### src/rtl/lsu_pkg.sv
package lsu_pkg;
  localparam int unsigned WORD_W = 32;
  localparam int unsigned LANES  = WORD_W / 8;
  localparam int unsigned LANE_W = $clog2(LANES);

  typedef enum logic [3:0] {
    OP_LW  = 4'h0,
    OP_LH  = 4'h1,
    OP_LHU = 4'h2,
    OP_LB  = 4'h3,
    OP_LBU = 4'h4,
    OP_LFH = 4'h5,
    OP_LFL = 4'h6,
    OP_SW  = 4'h8,
    OP_SH  = 4'h9,
    OP_SB  = 4'hA
  } lsu_op_e;

  function automatic logic op_is_load(lsu_op_e op);
    return op inside {OP_LW, OP_LH, OP_LHU, OP_LB, OP_LBU, OP_LFH, OP_LFL};
  endfunction

  function automatic logic op_is_store(lsu_op_e op);
    return op inside {OP_SW, OP_SH, OP_SB};
  endfunction

  function automatic logic op_is_word(lsu_op_e op);
    return op inside {OP_LW, OP_SW};
  endfunction

  function automatic logic op_is_half(lsu_op_e op);
    return op inside {OP_LH, OP_LHU, OP_SH};
  endfunction
endpackage

### src/rtl/lsu_addr_gen.sv
module lsu_addr_gen
  import lsu_pkg::*;
#(
  parameter int unsigned ADDR_W = 32,
  parameter int unsigned OFF_W  = 16
) (
  input  logic [ADDR_W-1:0] base_i,
  input  logic [OFF_W-1:0]  off_i,
  input  lsu_op_e           op_i,
  input  logic              big_endian_i,
  output logic [ADDR_W-1:0] ea_o,
  output logic [LANE_W-1:0] lane_o,
  output logic [LANE_W-1:0] hlane_o,
  output logic              misalign_o
);
  localparam int unsigned EXT_W = ADDR_W - OFF_W;
  localparam logic [LANE_W-1:0] TOP_LANE  = LANE_W'(LANES - 1);
  localparam logic [LANE_W-1:0] HTOP_LANE = LANE_W'(LANES - 2);

  logic [LANE_W-1:0] ofs;

  assign ea_o = base_i + {{EXT_W{off_i[OFF_W-1]}}, off_i};
  assign ofs  = ea_o[LANE_W-1:0];

  // lane of the addressed byte, and low lane of the addressed halfword
  always_comb begin
    if (big_endian_i) begin
      lane_o  = TOP_LANE - ofs;
      hlane_o = HTOP_LANE - ofs;
    end else begin
      lane_o  = ofs;
      hlane_o = ofs;
    end
  end

  assign misalign_o = (op_is_word(op_i) && (ofs != '0)) ||
                      (op_is_half(op_i) && ofs[0]);
endmodule

### src/rtl/lsu_store_lane.sv
module lsu_store_lane
  import lsu_pkg::*;
(
  input  lsu_op_e           op_i,
  input  logic [LANE_W-1:0] lane_i,
  input  logic [LANE_W-1:0] hlane_i,
  input  logic [WORD_W-1:0] data_i,
  output logic [LANES-1:0]  be_o,
  output logic [WORD_W-1:0] wdata_o
);
  always_comb begin
    be_o    = '0;
    wdata_o = data_i;
    unique case (op_i)
      OP_SW: be_o = '1;
      OP_SH: begin
        be_o    = LANES'(2'b11) << hlane_i;
        wdata_o = {(LANES/2){data_i[15:0]}};
      end
      OP_SB: begin
        be_o    = LANES'(1'b1) << lane_i;
        wdata_o = {LANES{data_i[7:0]}};
      end
      default: be_o = '0;
    endcase
  end
endmodule

### src/rtl/lsu_load_fmt.sv
module lsu_load_fmt
  import lsu_pkg::*;
(
  input  lsu_op_e           op_i,
  input  logic [LANE_W-1:0] lane_i,
  input  logic [LANE_W-1:0] hlane_i,
  input  logic [WORD_W-1:0] rdata_i,
  input  logic [WORD_W-1:0] old_i,
  output logic [WORD_W-1:0] data_o
);
  localparam logic [LANE_W-1:0] TOP_LANE = LANE_W'(LANES - 1);

  logic [7:0]        byte_v;
  logic [15:0]       half_v;
  logic [WORD_W-1:0] shl, shr, merge_hi, merge_lo;
  logic [LANE_W-1:0] keep_t;

  assign byte_v = 8'(rdata_i >> (8 * int'(lane_i)));
  assign half_v = 16'(rdata_i >> (8 * int'(hlane_i)));
  assign keep_t = TOP_LANE - lane_i;
  assign shl    = rdata_i << (8 * int'(keep_t));
  assign shr    = rdata_i >> (8 * int'(lane_i));

  // per lane: keep destination byte or take shifted memory byte
  for (genvar k = 0; k < LANES; k++) begin : g_merge
    assign merge_hi[8*k +: 8] = (LANE_W'(k) < keep_t) ? old_i[8*k +: 8] : shl[8*k +: 8];
    assign merge_lo[8*k +: 8] = (LANE_W'(k) > keep_t) ? old_i[8*k +: 8] : shr[8*k +: 8];
  end

  always_comb begin
    unique case (op_i)
      OP_LH:   data_o = {{(WORD_W-16){half_v[15]}}, half_v};
      OP_LHU:  data_o = {{(WORD_W-16){1'b0}}, half_v};
      OP_LB:   data_o = {{(WORD_W-8){byte_v[7]}}, byte_v};
      OP_LBU:  data_o = {{(WORD_W-8){1'b0}}, byte_v};
      OP_LFH:  data_o = merge_hi;
      OP_LFL:  data_o = merge_lo;
      default: data_o = rdata_i;
    endcase
  end
endmodule

### src/rtl/lsu_word_port.sv
module lsu_word_port
  import lsu_pkg::*;
#(
  parameter int unsigned ADDR_W = 32,
  parameter int unsigned OFF_W  = 16
) (
  input  logic                     clk_i,
  input  logic                     rst_ni,
  input  logic                     req_valid_i,
  input  logic [3:0]               op_i,
  input  logic                     big_endian_i,
  input  logic [ADDR_W-1:0]        base_i,
  input  logic [OFF_W-1:0]         offset_i,
  input  logic [WORD_W-1:0]        store_data_i,
  input  logic [WORD_W-1:0]        dest_old_i,
  output logic                     align_err_o,
  output logic                     mem_req_o,
  output logic                     mem_we_o,
  output logic [ADDR_W-LANE_W-1:0] mem_addr_o,
  output logic [LANES-1:0]         mem_be_o,
  output logic [WORD_W-1:0]        mem_wdata_o,
  input  logic [WORD_W-1:0]        mem_rdata_i,
  output logic                     load_valid_o,
  output logic [WORD_W-1:0]        load_data_o
);
  lsu_op_e           op;
  logic [ADDR_W-1:0] ea;
  logic [LANE_W-1:0] lane, hlane;
  logic              misalign, known, access, is_ld;
  logic [LANES-1:0]  st_be;

  lsu_op_e           op_q;
  logic [LANE_W-1:0] lane_q, hlane_q;
  logic [WORD_W-1:0] old_q;
  logic              vld_q;

  assign op = lsu_op_e'(op_i);

  lsu_addr_gen #(.ADDR_W(ADDR_W), .OFF_W(OFF_W)) u_addr (
    .base_i       (base_i),
    .off_i        (offset_i),
    .op_i         (op),
    .big_endian_i (big_endian_i),
    .ea_o         (ea),
    .lane_o       (lane),
    .hlane_o      (hlane),
    .misalign_o   (misalign)
  );

  lsu_store_lane u_st (
    .op_i    (op),
    .lane_i  (lane),
    .hlane_i (hlane),
    .data_i  (store_data_i),
    .be_o    (st_be),
    .wdata_o (mem_wdata_o)
  );

  assign is_ld  = op_is_load(op);
  assign known  = is_ld || op_is_store(op);
  assign access = req_valid_i && known && !misalign;

  assign align_err_o = req_valid_i && misalign;
  assign mem_req_o   = access;
  assign mem_we_o    = access && !is_ld;
  assign mem_addr_o  = ea[ADDR_W-1:LANE_W];
  assign mem_be_o    = mem_we_o ? st_be : '0;

  always_ff @(posedge clk_i or negedge rst_ni) begin
    if (!rst_ni) begin
      vld_q   <= 1'b0;
      op_q    <= OP_LW;
      lane_q  <= '0;
      hlane_q <= '0;
      old_q   <= '0;
    end else begin
      vld_q <= access && is_ld;
      if (access && is_ld) begin
        op_q    <= op;
        lane_q  <= lane;
        hlane_q <= hlane;
        old_q   <= dest_old_i;
      end
    end
  end

  lsu_load_fmt u_ld (
    .op_i    (op_q),
    .lane_i  (lane_q),
    .hlane_i (hlane_q),
    .rdata_i (mem_rdata_i),
    .old_i   (old_q),
    .data_o  (load_data_o)
  );

  assign load_valid_o = vld_q;
endmodule

### config.mk
export PLATFORM = sky130hd
export DESIGN_NAME = lsu_word_port
export DESIGN_NICKNAME = d
export VERILOG_FILES = /design/src/rtl/lsu_pkg.sv /design/src/rtl/lsu_addr_gen.sv /design/src/rtl/lsu_store_lane.sv /design/src/rtl/lsu_load_fmt.sv /design/src/rtl/lsu_word_port.sv
export SDC_FILE = /design/constraint.sdc
export NUM_CORES = 1
export LEC_CHECK = 0
export BUFFER_PORTS_ARGS = -buffer_cell sky130_fd_sc_hd__buf_2
export CAP_MARGIN = 20
export CORE_UTILIZATION = 54
export DETAILED_ROUTE_END_ITERATION = 7
export HOLD_SLACK_MARGIN = 0.12
export PLACE_DENSITY = 0.95
export RECOVER_POWER = 100
export SYNTH_ARGS = -nofsm -noshare
export SYNTH_HDL_FRONTEND = slang
export SYNTH_SLANG_ARGS = --single-unit
### constraint.sdc
create_clock -name clk_i -period 7.7 [get_ports clk_i]
set_input_delay 1.155 -clock clk_i [delete_from_list [all_inputs] [get_ports clk_i]]
set_output_delay 1.155 -clock clk_i [all_outputs]
set_load 0.05 [all_outputs]
==> results.md <==
* Detailed placer's ending HPWL at about 14 mm
* First-pass GRT wire length at roughly 30 mm
* Synthesized area at about 6000 um2
* Initial Util at a little under three fifths
* Cts bufs inserted at 5
* FMAX at ~180 MHz
* P&R area growth vs syn at 15.7%
* Total congestion overflow at 0
* Synth area leader: dfrtp_1
* Switching Fraction at roughly three fifths
* TNS Setup at 0 ps
* Post-layout util at 64.0%
* Avg Synthesized Cell Area at ~7.4 um2
* Die width at 107 um
* Most frequent cells in the layout: 188 x nand2_1, 156 x buf_2, 100 x clkbuf_1
* Post-synth top flop: dfrtp_1
* Post-route minimum period at around 5600 ps
* WP data required at slightly below 8000 ps
* Layout cells sized above 1 at between 20% and 30%
* CP endpoint kind: flop
* Yosys Warn Count at 0
* Post-route insts no fill at 1130
* EDFF count, synth at 0
* Failing checks: DRC, capacitance limit, slew limit
* Worst EP arrival at 5740 ps
* RSZ-0062 raised after global routing: no
* Outcome: finished, violations left
* Worst setup SP type: primary input
* CTS Sinks at 41
* Psw at 1030 uW
* Ports at roughly 250
* Clock Power Share at under 10%
* Post_cts resized at 0
* TritonCTS clock tree: done
* Total Die Area at 11500 um2
* Ranking of synthesized cells by area: dfrtp_1 17%, nand2_1 12%, ha_1 6.9%, mux4_2 6.0%, a21oi_1 5.2%
* Number of nets with antenna violations after routing at 0
* Residual DRC count at 1
* Via Count at 6931
* CTS Hold Buffers Added at 0
* Mapped Cells at roughly 800
* Routed WL at 19.3 mm
* Most common cell after layout, fill and taps aside: nand2_1
* Internal power at roughly 690 uW
* Share of the synthesized area in the top cell type at 17.1%
* I/O Buffers at between 200 and 300
* 1st-iter DRT viols at 785
* Worst-Margin Slew at 2160 ps
* Seq/Total Area, Yosys at approximately 17%
* Final Setup Violations at 0
* Worst rel slew slack at -44.3%
* Largest net degree at the start of global routing at 61
* Drt wl/cell at around 17 um
* Routed vias/inst at just over 6
* H-Tree Depth at 2
* Flop and latch count out of synthesis at between 40 and 50
* Final hold vios at 0
* Clock transition at path regs at approximately 90 ps
* Post-CTS Setup Bufs at 0
* Leakage at roughly 0.0033 uW
* Fin. max-slew vios at 80
* Worst min path class: flop to flop
* Skew final at 0 ps
* Core Region at between 10000 and 15000 um2
* Comb pwr share at 72.0%
* Syn nets at 997
* GR Util All Layers at roughly a third
* Root buffer cell: clkbuf_8
* Vias in the first global route at between 6000 and 7000
* DR pass1 iterations at 8
* Crit Path Class: primary input to flop
* VDD IR max at between 0.2 and 0.25 mV
* Final #Nets at roughly 1200
* Max-cap violations at 2
* Worst-path fanout max at 34
* Yosys cell types at 64
* Async S/R FF share, synth at 100%
* Final period util at around 72%
* CTS Buffer Depth at 2
* Gpl congestion at ~0.93
* Antenna violations before repair at 4
* Rows at 38
* Register share of total power at around a fifth
* Pwr dens at roughly 250 nW/um2
* Worst hold margin at roughly 480 ps
* Placed instance count at about 1100
* Die height at between 100 and 150 um
* Clock Latency Late Sink at around 300 ps
-- per-layer routing --
metal / wire, um / track usage, %
met5: 23 / 0
met4: 468 / 10.8
met3: 2150 / 7.87
met2: 8990 / 53.0
met1: 7700 / 42.8
-- final timing paths --
kind,depth (start not counted),start,slack (ps),end
min in group asynchronous,1,rst_ni,1480,old_q[22]
worst max-delay path,14,base_i[0],2150,old_q[10]
worst max register to register,2,lane_q[0],5770,lane_q[0]
max in group asynchronous,1,rst_ni,4840,lane_q[1]
worst min register to register,2,old_q[0],480,old_q[0]
worst min-delay path,2,old_q[0],480,old_q[0]
-- registers in the layout, summed over array words and instances, names as in the netlist --
| register | count |
|---|---|
| hlane_q | 2 |
| lane_q | 2 |
| old_q | 32 |
| load_valid_o | 1 |
| op_q | 4 |
-- cells in the mapped netlist, drive strengths merged (8+ instances only) --
master / count
mux2i: 30
xnor2: 23
nor2: 53
a221o: 8
a32o: 8
buf: 64
nand3: 28
nand2: 188
a211o: 11
xor2: 12
ha: 33
dfrtp: 41
clkbuf: 27
a21oi: 64
inv: 12
mux4: 16
nor2b: 12
nor3: 10
o21ai: 45
a22oi: 33
mux2: 13
-- metrics by stage --
step / total power (uW) / worst slack (ps) / cell area, um2
2_1_floorplan: 1340 / 2940 / 6000
3_3_place_gp: 1550 / 2820 / 6980
3_5_place_dp: 1570 / 2770 / 6980
4_1_cts: 1730 / 2760 / 7070
5_1_grt: 1810 / 1790 / 6940
6_report: 1720 / 2150 / 6940
-- worst max-delay path: stages --
cell and delay (ps):
buf_2 100, ha_1 230, inv_1 80, fa_1 490, ha_1 220, nor2b_1 120, a211oi_1 210, a21oi_1 80
o21ai_0 290, a311o_1 680, clkbuf_1 860, inv_1 840, nand2_1 290, nand2_1 80
-- final cells by class --
cell class | count | area (um2)
flip-flops and latches | 41 | 1030
fillers | 962 | 3900
diodes | 2 | 5.00
multi-input cells | 667 | 4410
clock inverters | 1 | 7.51
well taps | 140 | 175
inverters | 12 | 45.0
repair buffers | 260 | 1190
clock buffers | 7 | 86.3
-- logic make-up (layout without fill, tap and decap cells) --
family,Yosys count,after routing,synth area share [%]
adder cells (fa/ha/maj),34,34,7.22
AO/OA/AOI/OAI,217,217,24.5
other,0,2,0
flip-flops,41,41,17.1
buffers and inverters,103,280,9.43
XOR/XNOR,35,35,5.11
multiplexers,59,59,13.5
AND/OR/NAND/NOR,322,322,23.2
-- power by group through the flow --
stage	clock [uW]	sequential [uW]	combinational [uW]
floorplan	0	276	1060
global placement	0	327	1220
detailed placement	0	330	1240
CTS	155	327	1250
global route	161	335	1310
finish	152	330	1240
No activity file was read; power rests on OpenSTA's default activity.
